**src/rtl/rcc_out_stage.sv**
```systemverilog
module rcc_out_stage #(
  parameter int DATA_W = 20
) (
  input  logic              clk,
  input  logic              rst,
  input  logic              s_valid,
  output logic              s_ready,
  input  logic [DATA_W-1:0] s_data,
  output logic              m_valid,
  input  logic              m_ready,
  output logic [DATA_W-1:0] m_data
);

  logic              vld_q;
  logic [DATA_W-1:0] dat_q;
  logic              take;

  always_comb begin
    s_ready = !vld_q || m_ready;
    take    = s_valid && s_ready;
  end

  always_ff @(posedge clk) begin
    if (rst) begin
      vld_q <= 1'b0;
      dat_q <= '0;
    end else begin
      if (take) begin
        vld_q <= 1'b1;
        dat_q <= s_data;
      end else if (m_ready) begin
        vld_q <= 1'b0;
      end
    end
  end

  assign m_valid = vld_q;
  assign m_data  = dat_q;

endmodule

```
**config.mk**
```make
export PLATFORM = sky130hd
export DESIGN_NAME = rcc_out_stage
export DESIGN_NICKNAME = d
export VERILOG_FILES = /design/src/rtl/rcc_out_stage.sv
export SDC_FILE = /design/constraint.sdc
export NUM_CORES = 1
export LEC_CHECK = 0
export BUFFER_PORTS_ARGS = -buffer_cell sky130_fd_sc_hd__buf_2
export CAP_MARGIN = 30
export CORE_MARGIN = 2
export CORE_UTILIZATION = 35
export CTS_BUF_LIST = sky130_fd_sc_hd__clkbuf_4 sky130_fd_sc_hd__clkbuf_8
export CTS_CLUSTER_SIZE = 40
export DETAILED_ROUTE_END_ITERATION = 8
export SYNTH_ARGS = -nofsm -noshare
export SYNTH_HDL_FRONTEND = slang
export SYNTH_SLANG_ARGS = --single-unit
```
**constraint.sdc**
```tcl
create_clock -name clk -period 1.4 [get_ports clk]
set_input_delay 0.21 -clock clk [delete_from_list [all_inputs] [get_ports clk]]
set_output_delay 0.21 -clock clk [all_outputs]
set_load 0.01 [all_outputs]
```
==> results of run 1 <==
worst reg2reg max path: stages, from the launching register on:
cell and delay (ps):
sky130_fd_sc_hd__dfxtp_2 400, sky130_fd_sc_hd__nand2b_2 270, sky130_fd_sc_hd__a21bo_1 290, sky130_fd_sc_hd__a21oi_2 120
layout by cell type, fill, tap and decap left out:
master	n
sky130_fd_sc_hd__nand2b_2	1
sky130_fd_sc_hd__buf_2	45
sky130_fd_sc_hd__a21oi_2	18
sky130_fd_sc_hd__buf_12	1
sky130_fd_sc_hd__a21bo_1	19
sky130_fd_sc_hd__dfxtp_2	1
sky130_fd_sc_hd__clkbuf_4	4
sky130_fd_sc_hd__dfxtp_1	20
sky130_fd_sc_hd__a21bo_2	1
sky130_fd_sc_hd__nand3_1	20
sky130_fd_sc_hd__a21oi_1	3
sky130_fd_sc_hd__nand2b_4	1
sky130_fd_sc_hd__inv_1	1
power groups by stage:
| stage | logic [mW] | registers [mW] | clock network, mW |
|---|---|---|---|
| after floorplan | 0.129 | 0.679 | 0 |
| after global placement | 0.218 | 0.662 | 0 |
| after detailed placement | 0.221 | 0.664 | 0 |
| after CTS | 0.226 | 0.652 | 0.315 |
| after global routing | 0.246 | 0.657 | 0.342 |
| final | 0.224 | 0.652 | 0.301 |
cell type report:
class / instances / share of cell area [%]
flip-flops and latches: 21 / 34.1
well taps: 31 / 3.14
inverters: 1 / 0.304
clock buffers: 4 / 2.43
repair buffers: 46 / 19.9
multi-input cells: 63 / 40.1
state kept, by name (all words and copies together), names as in the netlist:
register and cells:
m_valid 1, m_data 20
how the worst min path moves through the flow:
| stage | slack (ps) | startpoint | end | cells past startpoint |
|---|---|---|---|---|
| final | 160 | s_data[19] | m_data[19]$_SDFFE_PP0P_ | 3 |
| after global routing | 140 | s_data[15] | m_data[15]$_SDFFE_PP0P_ | 3 |
| after CTS | 150 | s_data[4] | m_data[4]$_SDFFE_PP0P_ | 3 |
| after detailed placement | 480 | s_data[19] | m_data[19]$_SDFFE_PP0P_ | 3 |
| after global placement | 470 | s_data[16] | m_data[16]$_SDFFE_PP0P_ | 3 |
| after floorplan | 280 | rst | m_data[15]$_SDFFE_PP0P_ | 1 |
metal layers:
metal  vias up  global-route usage (%)
met1       387                    21.2
met5         -                       0
met4         0                    5.98
li1        420                       -
met2        18                    22.5
met3         2                    2.27
Yosys cell counts:
master / n
sky130_fd_sc_hd__buf_1: 1
sky130_fd_sc_hd__nand2b_4: 1
sky130_fd_sc_hd__a21oi_2: 18
sky130_fd_sc_hd__buf_6: 3
sky130_fd_sc_hd__inv_1: 1
sky130_fd_sc_hd__clkbuf_1: 2
sky130_fd_sc_hd__clkbuf_2: 1
sky130_fd_sc_hd__buf_2: 5
sky130_fd_sc_hd__dfxtp_1: 21
sky130_fd_sc_hd__nand3_1: 20
sky130_fd_sc_hd__a21bo_1: 19
sky130_fd_sc_hd__a21oi_1: 3
sky130_fd_sc_hd__a21bo_2: 1
timing repair:
action / in CTS / in global routing
gates resized for setup: 0 / 1
endpoints found under the setup margin: 1 / 1
gates cloned: 1 / 0
logic make-up after synthesis:
| family | Yosys count | share of synthesized area, % |
|---|---|---|
| compound gates | 41 | 37.8 |
| buf+inv | 13 | 7.99 |
| flops | 21 | 42.6 |
| simple gates | 21 | 11.5 |
==> results.toml, run 1 <==
[timing]
rsz_0062_raised_after_global_routing = "no"
relSlewSlack_pct = 61.3
finalHoldViolCount = 0
setup-tns-final_ps = 0
tightest_slew_ps = 581
hold_slack_ps = 156
setup-violations-final = 0
finalClockSkew_ps = 5.83
final_period_minus_worst_setup_slack_ps = 1270
timing.fmax_ghz = 0.788
final_max_slew_viol_count = 0
fin_ws_ps = 131
timing.final.crit_share_pct = 90.6

[floorplanning]
pin_count = 46
initial_core_util_pct = 36.4
die_width_um = 57.1
rows = 19
fp.coreArea_mm2 = 0.00271
floorplan.die.height_um = 57.1
dieArea_mm2 = 0.00326

[global_routing]
groute.usage.overall_pct = 14.9
first_global_vias = 813
initial_antenna_violation_count = 0
grt_start_max_net_pins = 42
grt_pass1_wl_um = 3840
grt_overflow = 0

[worst_setup_path]
r2r_slack_ps = 280
critical_path_peak_fanout = 21
cp_data_arrival_time_ps = 1060
critical_path_depth = 2
crit_start_category = "flop"
rr_startpoint = "m_valid$_SDFFE_PP0P_"
cp_top_family = "flip-flops"
worstPathBufferInverterCount = 1
reg2reg_depth = 3
timing_worst_setup_path_type = "reg -> out"
critPathRequiredTime_ps = 1190
worst_setup_path_end_kind = "output port"
regToRegEndpoint = "m_data[19]$_SDFFE_PP0P_"
max_stage_delay_ps = 370
critical_path.endpoint = "s_ready"
crit_slowest_cell = "sky130_fd_sc_hd__dfxtp_2"
timing.critical_path.cells = "nand2b_4, buf_2"
worstSetupStartpoint = "m_valid$_SDFFE_PP0P_"

[cells_and_area]
fillCellCount = 279
antenna_cells = 0
drive_above_1_share_pct = 53.3
design.final.nets = 160
multi_input_area_um2 = 495
layout-area-overhead-vs-synth_pct = 25.3
layout.area.seq_um2 = 422
final-instance-count-excl-fill = 166
finish.instance_area_mm2 = 0.00123
utilization_pct = 45.6

[cts]
cts_tree = "done"
cts_max_path_buffers = 2
cts.root.buffer_cell = "sky130_fd_sc_hd__clkbuf_4"
insertion_delay_ps = 290
clock_sinks = 21
cts_inserted_buffers = 3
cts.reportedPaths.clkPinSlew_ps = 110
postCtsHoldBufs = 0
postCtsSetupRepairBufs = 0
h-tree-depth = 1

[synthesis]
ys_types = 13
synth_warnings = 0
synth_top_area_share_pct = 42.6
synth_seq_cells = 21
synth.largest_area_cell = "sky130_fd_sc_hd__dfxtp_1"
syn_inst = 96
synth_area_leaders = "sky130_fd_sc_hd__dfxtp_1 43%, sky130_fd_sc_hd__a21bo_1 19%, sky130_fd_sc_hd__a21oi_2 16%"
synth_area_um2 = 986
ys_seq_area_share_pct = 42.6
avg_inst_size_synth_um2 = 10.3
synth_nets = 120

[route]
detail_route.first_pass.iterations = 2
highest_layer = "met4"
detail_route.wl_per_cell_um = 13.5
met3_wirelength_um = 81
route.detailed.vias_per_inst = 4.98
route.layer.met1.wl_um = 1130
routed-wl-met2_um = 1020
drt_first_iter_violations = 5
via_count = 827
drc = 0
antenna_violating_nets_post_route = 0
totalWireLength_um = 2250

[placement]
placed_cells = 161
finalWeightedCongestion = 0.632
post_dp_cell_area_mm2 = 0.00119
dpl.hpwl_um = 1360
portBuffers = 45
pre_cts_slack_ps = 255

[power_and_ir_drop]
p_per_area_mw_per_mm2 = 953
power_leakage_nw = 0.555
power.share.switching_pct = 26.2
share_comb_of_total_power_pct = 19.0
share_clk_of_total_power_pct = 25.5
power.total_mw = 1.18
seq_power_share_pct = 55.4
worst_ir_drop_vdd_uv = 446
sw_pwr_uw = 308
power.internal_uw = 869

[status]
outcome = "completed"

[job]
max_cap_check_violation_count = 0

[worst_hold_path]
min_path_type = "in -> reg"
Note: power is estimated with default switching activity, not from simulation.
==> run 2, diff against run 1 <==
- BUFFER_PORTS_ARGS: -buffer_cell sky130_fd_sc_hd__buf_2 -> -buffer_cell sky130_fd_sc_hd__clkbuf_2
- CTS_CLUSTER_SIZE: 40 -> 12
==> run 2 against run 1 <==
Against the previous run: first-iteration DRC count rose by 100%; non-clock buffer count rose by 1; die area did not move; final cell count rose by 0.60%; hold slack got worse by 14 ps; core utilization rose by 0.74 points; sequential share of layout area fell by 0.54 points; critical path depth did not move; sequential power barely moved; fmax barely moved; worst setup slack barely moved; sequential cell count did not move.
==> results.toml, run 2 (synthesis gave the netlist of run 1 again) <==
[timing]
timing.final.crit_share_pct = 90.7
finalHoldViolCount = 0
setup-violations-final = 0
relSlewSlack_pct = 70.4
final_max_slew_viol_count = 0
finalClockSkew_ps = 3.28
setup-tns-final_ps = 0
timing.fmax_ghz = 0.788
tightest_slew_ps = 444
final_period_minus_worst_setup_slack_ps = 1270
rsz_0062_raised_after_global_routing = "no"

[global_routing]
grt_overflow = 0
first_global_vias = 844
groute.usage.overall_pct = 14.8
initial_antenna_violation_count = 0
grt_start_max_net_pins = 42
grt_pass1_wl_um = 3810

[cts]
cts_max_path_buffers = 2
cts.root.buffer_cell = "sky130_fd_sc_hd__clkbuf_4"
cts_inserted_buffers = 3
postCtsHoldBufs = 0
cts.reportedPaths.clkPinSlew_ps = 110
clock_sinks = 21
postCtsSetupRepairBufs = 0
cts_tree = "done"
insertion_delay_ps = 290
h-tree-depth = 1

[route]
drc = 0
detail_route.wl_per_cell_um = 13.3
via_count = 815
drt_first_iter_violations = 10
detail_route.first_pass.iterations = 4
totalWireLength_um = 2230
route.detailed.vias_per_inst = 4.88
antenna_violating_nets_post_route = 0

[cells_and_area]
layout.area.seq_um2 = 422
layout.cells.most_common = "sky130_fd_sc_hd__clkbuf_2"
fillCellCount = 280
drive_above_1_share_pct = 53.7
largest_reg_flops = 20
layout_common_cells = "45 x sky130_fd_sc_hd__clkbuf_2, 20 x sky130_fd_sc_hd__nand3_1, 20 x sky130_fd_sc_hd__dfxtp_1, 19 x sky130_fd_sc_hd__a21bo_1, 18 x sky130_fd_sc_hd__a21oi_2"
layout-area-overhead-vs-synth_pct = 27.3
final-instance-count-excl-fill = 167
antenna_cells = 0
multi_input_area_um2 = 495
design.final.nets = 161

[worst_hold_path]
min_path_type = "in -> reg"

[floorplanning]
die_width_um = 57.1
rows = 19
initial_core_util_pct = 36.4
floorplan.die.height_um = 57.1
dieArea_mm2 = 0.00326
fp.coreArea_mm2 = 0.00271
pin_count = 46

[placement]
portBuffers = 45
placed_cells = 162
finalWeightedCongestion = 0.643
dpl.hpwl_um = 1400

[worst_setup_path]
timing_worst_setup_path_type = "reg -> out"
cp_data_arrival_time_ps = 1060
critical_path_peak_fanout = 21
worst_setup_path_end_kind = "output port"
critPathRequiredTime_ps = 1190
crit_start_category = "flop"

[power_and_ir_drop]
power_leakage_nw = 0.558
p_per_area_mw_per_mm2 = 944
worst_ir_drop_vdd_uv = 540

[job]
max_cap_check_violation_count = 0

[status]
outcome = "completed"
## run 2: cell types whose count changed in the layout (fill, tap and decap cells not counted), sizes merged
cell / delta
clkbuf: +45
buf: -44
## run 2: cell type report
class	instances	share of cell area, %
Multi-Input combinational cell	63	39.5
Timing Repair Buffer	47	21.1
Sequential cell	21	33.6
Inverter	1	0.299
Tap cell	31	3.09
Clock buffer	4	2.39
## run 2: worst paths after layout
check / from / cells past startpoint / endpoint / slack (ps)
setup / recovery: m_valid$_SDFFE_PP0P_ / 2 / s_ready / 130
hold / removal: s_data[4] / 3 / m_data[4]$_SDFFE_PP0P_ / 140
setup reg to reg: m_valid$_SDFFE_PP0P_ / 3 / m_data[9]$_SDFFE_PP0P_ / 230
hold reg to reg: m_data[16]$_SDFFE_PP0P_ / 2 / m_data[16]$_SDFFE_PP0P_ / 580
## run 2: layer usage
| layer | share of wire (%) | up-vias | global-route usage (%) |
|---|---|---|---|
| li1 | - | 420 | - |
| met1 | 45 | 373 | 18.3 |
| met2 | 49 | 20 | 25.3 |
| met3 | 5.0 | 2 | 2.49 |
| met4 | 0.94 | 0 | 6.31 |
| met5 | 0 | - | 0 |
## run 2: critical path, cell delays in order, from the launching register on
cell and delay [ps]:
sky130_fd_sc_hd__dfxtp_2 370, sky130_fd_sc_hd__nand2b_4 210, sky130_fd_sc_hd__clkbuf_2 180
## run 2: timing repair
item,in CTS,in global routing
setup endpoints to repair,1,1
endpoints found under the hold margin,0,0
resized for setup,0,1
cloned,1,0
## run 2: per-stage QoR
stage / util, % / worst slack (ps) / hold slack [ps] / power (mW) / cell area (um^2)
after global routing: 46.3 / 43.4 / 134 / 1.25 / 1250
after detailed placement: 44.8 / 273 / 461 / 0.892 / 1210
after global placement: 44.8 / 312 / 454 / 0.887 / 1210
final: 46.3 / 131 / 142 / 1.18 / 1250
after floorplan: - / 331 / 279 / 0.809 / 986
after CTS: 46.3 / 29.8 / 129 / 1.21 / 1250
## run 2: report_power, final
| group | leakage (nW) | switching [mW] | internal [mW] |
|---|---|---|---|
| Clock | 0.0184 | 0.171 | 0.130 |
| Combinational | 0.367 | 0.119 | 0.111 |
| Sequential | 0.173 | 0.0199 | 0.633 |
